**config.mk**
```make
export PLATFORM = sky130hd
export DESIGN_NAME = core_idle_seq
export DESIGN_NICKNAME = d
export VERILOG_FILES = /design/src/rtl/idle_seq_pkg.sv /design/src/rtl/idle_seq_cfg.sv /design/src/rtl/idle_seq_timer.sv /design/src/rtl/idle_seq_fsm.sv /design/src/rtl/core_idle_seq.sv
export SDC_FILE = /design/constraint.sdc
export NUM_CORES = 1
export LEC_CHECK = 0
export ABC_AREA = 1
export ABC_CLOCK_PERIOD_IN_PS = 2100
export BUFFER_PORTS_ARGS = -buffer_cell sky130_fd_sc_hd__buf_4
export CAP_MARGIN = 10
export CORE_ASPECT_RATIO = 0.7
export CORE_UTILIZATION = 57
export DETAILED_ROUTE_END_ITERATION = 8
export PLACE_DENSITY_LB_ADDON = 0.2
export SLEW_MARGIN = 5
export SYNTH_ARGS = -nofsm -noshare
export SYNTH_HDL_FRONTEND = slang
export SYNTH_SLANG_ARGS = --single-unit
```
**constraint.sdc**
```tcl
create_clock -name clk_i -period 2.1 [get_ports clk_i]
set_input_delay 0.42 -clock clk_i [delete_from_list [all_inputs] [get_ports clk_i]]
set_output_delay 0.42 -clock clk_i [all_outputs]
set_load 0.02 [all_outputs]
```
**src/rtl/idle_seq_pkg.sv**
```systemverilog
package idle_seq_pkg;

  typedef enum logic [1:0] {
    M_STBY = 2'd0,
    M_RET  = 2'd1,
    M_SPC  = 2'd2,
    M_COLL = 2'd3
  } lpm_mode_e;

  typedef enum logic [3:0] {
    S_RUN, S_CENT, S_PENT, S_WAIT, S_SETTLE, S_PEXIT, S_CEXIT, S_DONE
  } seq_state_e;

  // cycles of restored supply before reset may drop
  function automatic int unsigned settle_len(int unsigned cfg, int unsigned rmin);
    return (cfg < rmin) ? rmin : cfg;
  endfunction

endpackage

```
**src/rtl/idle_seq_cfg.sv**
```systemverilog
module idle_seq_cfg
  import idle_seq_pkg::*;
#(
  parameter int SETTLE_W = 8
) (
  input  logic                clk_i,
  input  logic                rst_ni,
  input  logic                we_i,
  input  logic [1:0]          mode_w_i,
  input  logic [SETTLE_W-1:0] settle_w_i,
  input  logic                busy_i,
  input  logic                done_i,
  output lpm_mode_e           mode_o,
  output logic [SETTLE_W-1:0] settle_o
);
  lpm_mode_e mode_q, pend_q;
  logic      pend_v_q;
  logic [SETTLE_W-1:0] settle_q;

  always_ff @(posedge clk_i or negedge rst_ni) begin
    if (!rst_ni) begin
      mode_q   <= M_STBY;
      pend_q   <= M_STBY;
      pend_v_q <= 1'b0;
      settle_q <= '0;
    end else begin
      if (we_i) settle_q <= settle_w_i;
      if (done_i) begin
        // a write in the last cycle beats the fall-back
        mode_q   <= we_i ? lpm_mode_e'(mode_w_i) : (pend_v_q ? pend_q : M_STBY);
        pend_v_q <= 1'b0;
      end else if (we_i) begin
        if (busy_i) begin
          pend_q   <= lpm_mode_e'(mode_w_i);
          pend_v_q <= 1'b1;
        end else begin
          mode_q <= lpm_mode_e'(mode_w_i);
        end
      end
    end
  end

  assign mode_o   = mode_q;
  assign settle_o = settle_q;
endmodule

```
**src/rtl/idle_seq_timer.sv**
```systemverilog
module idle_seq_timer #(
  parameter int W = 8
) (
  input  logic         clk_i,
  input  logic         rst_ni,
  input  logic         load_i,
  input  logic [W-1:0] len_i,
  output logic         done_o
);
  logic [W-1:0] cnt_q;

  always_ff @(posedge clk_i or negedge rst_ni) begin
    if (!rst_ni)              cnt_q <= '0;
    else if (load_i)          cnt_q <= len_i - W'(1);
    else if (cnt_q != '0)     cnt_q <= cnt_q - W'(1);
  end

  assign done_o = (cnt_q == '0);
endmodule

```
**src/rtl/idle_seq_fsm.sv**
```systemverilog
module idle_seq_fsm
  import idle_seq_pkg::*;
(
  input  logic      clk_i,
  input  logic      rst_ni,
  input  logic      wfi_i,
  input  logic      irq_i,
  input  logic      all_idle_i,
  input  lpm_mode_e mode_i,
  input  logic      cache_ack_i,
  input  logic      pmgr_ack_i,
  input  logic      tmr_done_i,
  output logic      tmr_load_o,
  output logic      busy_o,
  output logic      done_o,
  output lpm_mode_e act_mode_o,
  output logic      clk_gate_o,
  output logic      vret_o,
  output logic      supply_off_o,
  output logic      core_rst_o,
  output logic      cache_req_o,
  output logic      pmgr_req_o
);
  seq_state_e state_q;
  lpm_mode_e  act_q;
  logic gate_q, vret_q, off_q, rst_q, creq_q, preq_q, irq_lat_q;
  logic wake;

  assign wake = irq_lat_q | irq_i;

  always_ff @(posedge clk_i or negedge rst_ni) begin
    if (!rst_ni) begin
      state_q <= S_RUN;   act_q  <= M_STBY;
      gate_q  <= 1'b0;    vret_q <= 1'b0;  off_q  <= 1'b0;
      rst_q   <= 1'b0;    creq_q <= 1'b0;  preq_q <= 1'b0;
      irq_lat_q <= 1'b0;
    end else begin
      if (state_q != S_RUN) irq_lat_q <= irq_lat_q | irq_i;
      case (state_q)
        S_RUN: if (wfi_i) begin
          gate_q    <= 1'b1;
          act_q     <= mode_i;
          irq_lat_q <= irq_i;
          case (mode_i)
            M_RET: begin vret_q <= 1'b1; state_q <= S_WAIT; end
            M_SPC: begin off_q <= 1'b1; rst_q <= 1'b1; state_q <= S_WAIT; end
            default: begin // standby and collapse consult the other cores
              if (all_idle_i) begin
                creq_q <= 1'b1; state_q <= S_CENT;
              end else if (mode_i == M_COLL) begin
                off_q <= 1'b1; rst_q <= 1'b1; state_q <= S_WAIT;
              end else begin
                state_q <= S_WAIT;
              end
            end
          endcase
        end
        S_CENT: if (cache_ack_i) begin
          if (wake) begin
            creq_q <= 1'b0; state_q <= S_CEXIT;
          end else if (act_q == M_COLL) begin
            preq_q <= 1'b1; state_q <= S_PENT;
          end else begin
            state_q <= S_WAIT;
          end
        end
        S_PENT: if (pmgr_ack_i) begin
          if (wake) begin
            preq_q <= 1'b0; state_q <= S_PEXIT;
          end else begin
            off_q <= 1'b1; rst_q <= 1'b1; state_q <= S_WAIT;
          end
        end
        S_WAIT: if (wake) begin
          if (vret_q) begin
            vret_q <= 1'b0; state_q <= S_DONE;
          end else if (off_q) begin
            off_q <= 1'b0; state_q <= S_SETTLE;
          end else if (creq_q) begin
            creq_q <= 1'b0; state_q <= S_CEXIT;
          end else begin
            state_q <= S_DONE;
          end
        end
        S_SETTLE: if (tmr_done_i) begin
          if (preq_q) begin
            preq_q <= 1'b0; state_q <= S_PEXIT;
          end else if (creq_q) begin
            creq_q <= 1'b0; state_q <= S_CEXIT;
          end else begin
            rst_q <= 1'b0; state_q <= S_DONE;
          end
        end
        S_PEXIT: if (!pmgr_ack_i) begin
          if (creq_q) begin
            creq_q <= 1'b0; state_q <= S_CEXIT;
          end else begin
            rst_q <= 1'b0; state_q <= S_DONE;
          end
        end
        S_CEXIT: if (!cache_ack_i) begin
          rst_q <= 1'b0; state_q <= S_DONE;
        end
        S_DONE: begin
          gate_q <= 1'b0; irq_lat_q <= 1'b0; state_q <= S_RUN;
        end
        default: state_q <= S_RUN;
      endcase
    end
  end

  assign tmr_load_o   = (state_q == S_WAIT) && wake && !vret_q && off_q;
  assign busy_o       = (state_q != S_RUN);
  assign done_o       = (state_q == S_DONE);
  assign act_mode_o   = act_q;
  assign clk_gate_o   = gate_q;
  assign vret_o       = vret_q;
  assign supply_off_o = off_q;
  assign core_rst_o   = rst_q;
  assign cache_req_o  = creq_q;
  assign pmgr_req_o   = preq_q;
endmodule

```
**src/rtl/core_idle_seq.sv**
```systemverilog
module core_idle_seq
  import idle_seq_pkg::*;
#(
  parameter int SETTLE_W = 8,
  parameter int RST_MIN  = 4
) (
  input  logic                clk_i,
  input  logic                rst_ni,
  input  logic                wfi_i,
  input  logic                irq_i,
  input  logic                all_idle_i,
  input  logic                cfg_we_i,
  input  logic [1:0]          cfg_mode_i,
  input  logic [SETTLE_W-1:0] cfg_settle_i,
  output logic [1:0]          mode_o,
  output logic                clk_gate_o,
  output logic                vret_req_o,
  output logic                supply_on_o,
  output logic                core_rst_o,
  output logic                cache_req_o,
  input  logic                cache_ack_i,
  output logic                pmgr_req_o,
  input  logic                pmgr_ack_i
);
  // named internal events, also seen by the checker
  lpm_mode_e           mode_cur;
  lpm_mode_e           act_mode;
  logic [SETTLE_W-1:0] settle_cfg;
  logic [SETTLE_W-1:0] settle_cyc;
  logic seq_busy, seq_done, cfg_busy, tmr_load, tmr_done, supply_off;

  assign cfg_busy   = seq_busy | wfi_i;
  assign settle_cyc = SETTLE_W'(settle_len(int'(settle_cfg), RST_MIN));

  idle_seq_cfg #(.SETTLE_W(SETTLE_W)) u_cfg (
    .clk_i(clk_i), .rst_ni(rst_ni), .we_i(cfg_we_i), .mode_w_i(cfg_mode_i),
    .settle_w_i(cfg_settle_i), .busy_i(cfg_busy), .done_i(seq_done),
    .mode_o(mode_cur), .settle_o(settle_cfg)
  );

  idle_seq_timer #(.W(SETTLE_W)) u_tmr (
    .clk_i(clk_i), .rst_ni(rst_ni), .load_i(tmr_load), .len_i(settle_cyc),
    .done_o(tmr_done)
  );

  idle_seq_fsm u_fsm (
    .clk_i(clk_i), .rst_ni(rst_ni), .wfi_i(wfi_i), .irq_i(irq_i),
    .all_idle_i(all_idle_i), .mode_i(mode_cur), .cache_ack_i(cache_ack_i),
    .pmgr_ack_i(pmgr_ack_i), .tmr_done_i(tmr_done), .tmr_load_o(tmr_load),
    .busy_o(seq_busy), .done_o(seq_done), .act_mode_o(act_mode),
    .clk_gate_o(clk_gate_o), .vret_o(vret_req_o), .supply_off_o(supply_off),
    .core_rst_o(core_rst_o), .cache_req_o(cache_req_o), .pmgr_req_o(pmgr_req_o)
  );

  assign mode_o      = mode_cur;
  assign supply_on_o = !supply_off;
endmodule

```
# --- Yosys cells after proc, flatten, opt, wreduce, memory -nomap -nowiden ---
# Index checks and enable logic that the tools add are counted.
totals:
  inputBits: 18
  wordCells: 152
  ff_bits: 34
classes:
  n_reduce_logical: 30
  order_cmp: 1
  add_sub_neg: 2
  n_eq_ne: 33
  n_bitwise: 3
  mux: 69
ops:
  columns: ["operator", "n"]
  rows:
  - ["4-bit two-way mux", 12]
  - ["1-bit two-way mux", 38]
  - ["2-bit inequality test (second input constant)", 16]
  - ["4-bit case mux with 7 select lines", 1]
  - ["8-bit two-way mux", 3]
  - ["4-bit by 3-bit equality test with 1-bit output (second input constant)", 4]
  - ["8-bit by 1-bit subtractor with 8-bit output (second input constant)", 2]
  - ["7-bit AND reduction", 2]
  - ["2-bit two-way mux", 6]
  - ["12-bit AND reduction", 1]
  - ["11-bit AND reduction", 1]
  - ["1-bit case mux with 5 select lines", 2]
  - ["2-bit nonzero test", 5]
  - ["5-bit nonzero test", 2]
  - ["9-bit AND reduction", 1]
  - ["4-bit by 2-bit equality test with 1-bit output (second input constant)", 2]
  - ["8-bit zero test", 1]
  - ["8-bit by 3-bit less-than comparator with 1-bit output (second input constant)", 1]
  - ["2-bit by 1-bit inequality test with 1-bit output (second input constant)", 4]
  - ["1-bit case mux with 2 select lines", 4]
  - ["2-bit AND reduction", 4]
  - ["8-bit nonzero test", 1]
  - ["2-bit equality test (second input constant)", 3]
  - ["1-bit case mux with 3 select lines", 2]
  - ["other kinds (15)", 20]

# --- Longest topological paths before layout ---
logic_depth:
  word_depth: 6
  depth_mapped: 14
  depth_no_buf: 12

# --- Cells and area by module ---
# Synthesis repeated with hierarchy kept, for this count alone.
unflattened:
  cells_unflattened: 336
  hier_area_um2: 2401.1
by_module_without_submodules:
  columns: ["module", "instances", "seq_area_each_um2", "area_each_um2", "cells_per_inst"]
  rows:
  - ["idle_seq_fsm", 1, 300.3, 1103.6, 165]
  - ["idle_seq_timer", 1, 200.2, 631.9, 87]
  - ["idle_seq_cfg", 1, 325.3, 598.1, 67]
  - ["core_idle_seq", 1, 0.0, 67.6, 17]

# --- Worst setup path after synthesis ---
# Ideal clock, no wire load.
synth_timing:
  path_type: "reg-to-reg"
  startpoint: "reg u_fsm.vret_q (netlist: u_fsm.vret_o)"
  endpoint: "reg u_tmr.cnt_q[6]"
  setup_slack_ps: 174
  stages_incl_launch_ff: 11
  arrival_ps: 1806
  period_less_slack_ps: 1926
  n_path_buf: 1
  required_time_ps: 1981
  path_cell_list: "dfrtp_1 nor2_1 nand3_4 buf_6 o21ai_2 inv_1 ha_1 nand3_1 inv_1 a31oi_1 nor2_1"
synth_between:
  elab_chain_cells: 4
  word_cells_on_any_way: 5
  classes_between: "mux: 1; reduce/logical: 4"
synth_rtl:
  columns: ["item", "line_no", "text"]
  rows:
  - ["start: declaration", "idle_seq_fsm.sv:26", "logic gate_q, vret_q, off_q, rst_q, creq_q, preq_q, irq_lat_q;"]
  - ["start signal: assignment", "idle_seq_fsm.sv:34", "gate_q <= 1'b0; vret_q <= 1'b0; off_q <= 1'b0;"]
  - ["start signal: assignment", "idle_seq_fsm.sv:45", "M_RET: begin vret_q <= 1'b1; state_q <= S_WAIT; end"]
  - ["start signal: assignment", "idle_seq_fsm.sv:76", "vret_q <= 1'b0; state_q <= S_DONE;"]
  - ["1-bit zero test (*)", "idle_seq_fsm.sv:112", "assign tmr_load_o = (state_q == S_WAIT) && wake && !vret_q && off_q;"]
  - ["1-bit logical AND (*) (2 in a row)", "idle_seq_fsm.sv:112", null]
  - ["8-bit two-way mux or 2-bit nonzero test (tied branches)", null, null]
  - ["end signal: assignment", "idle_seq_timer.sv:14", "else if (load_i) cnt_q <= len_i - W'(1);"]
  - ["end signal: assignment", "idle_seq_timer.sv:15", "else if (cnt_q != '0) cnt_q <= cnt_q - W'(1);"]
  - ["end: declaration", "idle_seq_timer.sv:10", "logic [W-1:0] cnt_q;"]
# Every way passes the cells marked *; elsewhere a longest branch is shown, timed or not.
# A chain may end at the register's enable or synchronous reset.

# --- Worst setup path in the final report ---
layout_timing:
  startpoint: "reg u_fsm.state_q[2]"
  endpoint: "reg u_tmr.cnt_q[6]"
layout_between:
  elab_chain_cells: 5
  word_cells_on_any_way: 6
  classes_between: "eq/ne: 1; mux: 1; reduce/logical: 4"
layout_rtl:
  columns: ["item", "line_no", "text"]
  rows:
  - ["start: declaration", "idle_seq_fsm.sv:24", "seq_state_e state_q;"]
  - ["start signal: assignment", "idle_seq_fsm.sv:33", "state_q <= S_RUN; act_q <= M_STBY;"]
  - ["start signal: assignment", "idle_seq_fsm.sv:45", null]
  - ["start signal: assignment", "idle_seq_fsm.sv:46", "M_SPC: begin off_q <= 1'b1; rst_q <= 1'b1; state_q <= S_WAIT; end"]
  - ["4-bit by 2-bit equality test with 1-bit output (*)", "idle_seq_fsm.sv:112", null]
  - ["1-bit logical AND (*) (3 in a row)", "idle_seq_fsm.sv:112", null]
  - ["8-bit two-way mux or 2-bit nonzero test (tied branches)", null, null]
# Marked as above.

==> results.py <==
metrics = {
    "outcome": {
        "status": "complete, no violations",
    },
    "synthesis": {
        "ys.flop_type": "dfrtp_1",
        "syn-cell-area_um2": 2010,
        "synth-edff-count": 0,
        "yosysWarnings": 0,
        "ys_seq_area_frac": 0.410,
        "async_flop_share": 1.00,
        "post-synth-top-count-cell": "nand2_1",
        "yosys.area.top_type_share": 0.410,
        "synthCells": 273,
        "synth.top_cells.by_count": "nand2_1 (77), nor2_1 (36), inv_1 (34)",
        "syn_nets": 295,
        "synth.distinct_cells": 32,
        "avgSynthCellArea_um2": 7.37,
        "yosys.area.top_type": "dfrtp_1",
        "synth_seq_cells": 33,
        "synth.area.top_cells": "dfrtp_1 (41%), nand2_1 (14%), nor2_1 (6.7%)",
    },
    "routing": {
        "drt-total-wl_um": 4510,
        "drt_pass1_iterations": 4,
        "ant_nets": 0,
        "route.detailed.drc": 0,
        "via_per_inst": 5.43,
        "drt_iter0_drc": 207,
        "vias": 1910,
        "wl_per_cell_um": 12.8,
    },
    "grt": {
        "track_usage": 0.278,
        "grt_pass1_wl_um": 7740,
        "antenna_found_initial": 0,
        "grt_pass1_vias": 1697,
        "grt_start_max_net_pins": 34,
        "gr-total-overflow": 0,
    },
    "floorplan": {
        "core_um2": 3250,
        "rows": 17,
        "io_pins": 26,
        "fp.dieH_um": 51.7,
        "dieArea_um2": 3770,
        "die_x_um": 73.0,
        "initial_core_util": 0.618,
    },
    "worst_setup_path": {
        "crit_arrival_ns": 2.11,
        "cp-end-kind": "register",
        "required_ns": 2.28,
        "path_max_fanout": 8,
        "worst_path_largest_cell_delay_ns": 0.52,
        "crit_type": "reg -> reg",
        "cp_slowest_cell": "dfrtp_1",
        "cpMostUsedCell": "nand2_1",
        "start_kind": "register",
        "crit_chain": "nor2_8 > nand2_1 > nor2_1 > nand2_1 > nand2_1 > ha_1 > nand3_1 > inv_1 > nand4_1 > nand2_1 > nor2_1",
    },
    "clock_network": {
        "post-cts-setup-buffers": 0,
        "cts_htree_levels": 2,
        "clk_pin_slew_ns": 0.07,
        "clk_latency_ns": 0.29,
        "clock_sinks": 33,
        "clockBufferDepth": 2,
        "cts-root-buf": "clkbuf_8",
        "numCtsBuffers": 5,
        "cts_tree": "done",
    },
    "sta": {
        "clock.fmax_ghz": 0.520,
        "skew_ns": 0.00904,
        "relSlewSlack": 0.720,
        "setup_viol": 0,
        "fin_setup_tns_ns": 0,
        "fin_ws_ns": 0.178,
        "slew_viol_final": 0,
        "rsz0062_at_grt": "no",
        "period_minus_slack_ns": 1.92,
        "tightest_slew_ns": 0.420,
        "holdWs_ns": 0.0594,
        "post-route-period-util": 0.915,
        "finalHoldViolCount": 0,
    },
    "finish": {
        "nNetsFinal": 327,
        "num-fill-cells": 261,
        "multi_input_area_um2": 1030,
        "seq_area_um2": 827,
        "drive_gt1_frac": 0.177,
        "diodes": 0,
        "area_delta_synth_final_pct": 17.4,
    },
    "placed_design": {
        "gp_congestion": 0.934,
        "dp_hpwl_um": 3500,
        "pre_cts_ws_ns": 0.166,
        "io_buffers": 25,
    },
    "power_and_ir_drop": {
        "p_per_area_nw_per_um2": 1500,
        "power_mw": 3.54,
        "ir_worst_vdd_mv": 0.995,
        "p_leak_nw": 1.25,
    },
    "hold_path": {
        "min_path_type": "in -> async",
    },
    "run": {
        "cap_violations": 0,
    },
}
-- layout make-up --
type	count	share of cell area
Clock buffer	5	0.0291
Clock inverter	2	0.0148
Inverter	34	0.0540
Multi-Input combinational cell	202	0.435
Sequential cell	33	0.350
Tap cell	47	0.0249
Timing Repair Buffer	29	0.0922
-- cells in the final DEF (no fill, tap or decap), types with 3 or more instances in the layout --
| master | n |
|---|---|
| a21oi_1 | 9 |
| buf_4 | 29 |
| clkbuf_8 | 5 |
| dfrtp_1 | 32 |
| ha_1 | 4 |
| inv_1 | 34 |
| nand2_1 | 77 |
| nand2_4 | 3 |
| nand3_1 | 16 |
| nand4_1 | 9 |
| nor2_1 | 35 |
| o211ai_1 | 3 |
| o21ai_0 | 21 |
| o21ai_1 | 3 |
| o21ai_2 | 3 |
-- power by group --
group,internal [mW],switching [mW]
combinational,0.683,1.14
clock,0.345,0.238
sequential,0.893,0.241
total,1.92,1.62
-- per-stage QoR --
stage | util | std cells | cell area, um^2
after floorplan | - | 273 | 2010
after global placement | 0.693 | 345 | 2250
after detailed placement | 0.693 | 345 | 2250
after CTS | 0.725 | 352 | 2360
after global routing | 0.726 | 352 | 2360
final | 0.726 | 352 | 2360
-- metal layers --
layer	up-vias	global-route usage	share of wire
met5	-	0	0
met4	0	0.0980	0.014
met3	7	0.0640	0.091
met2	86	0.389	0.40
met1	863	0.418	0.49
li1	954	-	-
-- path summary, 6_finish.rpt --
path,startpoint,to,slack (ns),cells past startpoint
setup / recovery,u_fsm.state_q[2]$_DFFE_PN0P_,u_tmr.cnt_q[6]$_DFFE_PN0P_,0.18,11
min in group clk_i,cfg_settle_i[0],u_cfg.settle_o[0]$_DFFE_PN0P_,0.33,3
hold / removal,rst_ni,u_fsm.cache_req_o$_DFFE_PN0P_,0.06,1
setup reg to reg,u_fsm.state_q[2]$_DFFE_PN0P_,u_tmr.cnt_q[6]$_DFFE_PN0P_,0.18,11
hold reg to reg,u_fsm.clk_gate_o$_DFFE_PN0P_,u_fsm.clk_gate_o$_DFFE_PN0P_,0.48,2
max in group asynchronous,rst_ni,u_fsm.state_q[0]$_DFFE_PN0P_,1.72,1
-- worst max-delay path, delay by kind of cell, from the launching register on --
kind | cells | cell delay, ns
AND/OR/NAND/NOR | 9 | 0.99
flip-flops | 1 | 0.52
buffers and inverters | 1 | 0.11
adder cells (fa/ha/maj) | 1 | 0.20
-- state kept, by name, indices dropped and copies added (netlist names) --
| register | count |
|---|---|
| u_fsm.irq_lat_q | 1 |
| u_fsm.core_rst_o | 1 |
| u_fsm.pmgr_req_o | 1 |
| u_fsm.supply_off_o | 1 |
| u_fsm.clk_gate_o | 1 |
| u_fsm.state_q | 3 |
| u_cfg.mode_o | 2 |
| u_cfg.settle_o | 8 |
| u_cfg.pend_v_q | 1 |
| u_fsm.act_mode_o | 2 |
| u_cfg.pend_q | 2 |
| u_tmr.cnt_q | 8 |
| u_fsm.cache_req_o | 1 |
| u_fsm.vret_o | 1 |
-- cell families (layout without fill, tap and decap cells) --
group           Yosys count  count (layout)  synth area share
simple gates            152             152             0.348
compound gates           44              44             0.125
buf+inv                  38              70            0.0802
flops                    33              33             0.410
fa+ha+maj                 4               4            0.0249
mux                       2               2            0.0112
-- timing repair --
action / 4_1_cts / 5_1_grt
gates resized for setup: 0 / 2
setup endpoints to repair: 0 / 2
hold buffers: 0 / 0
Power figures use the tool's default switching activity.
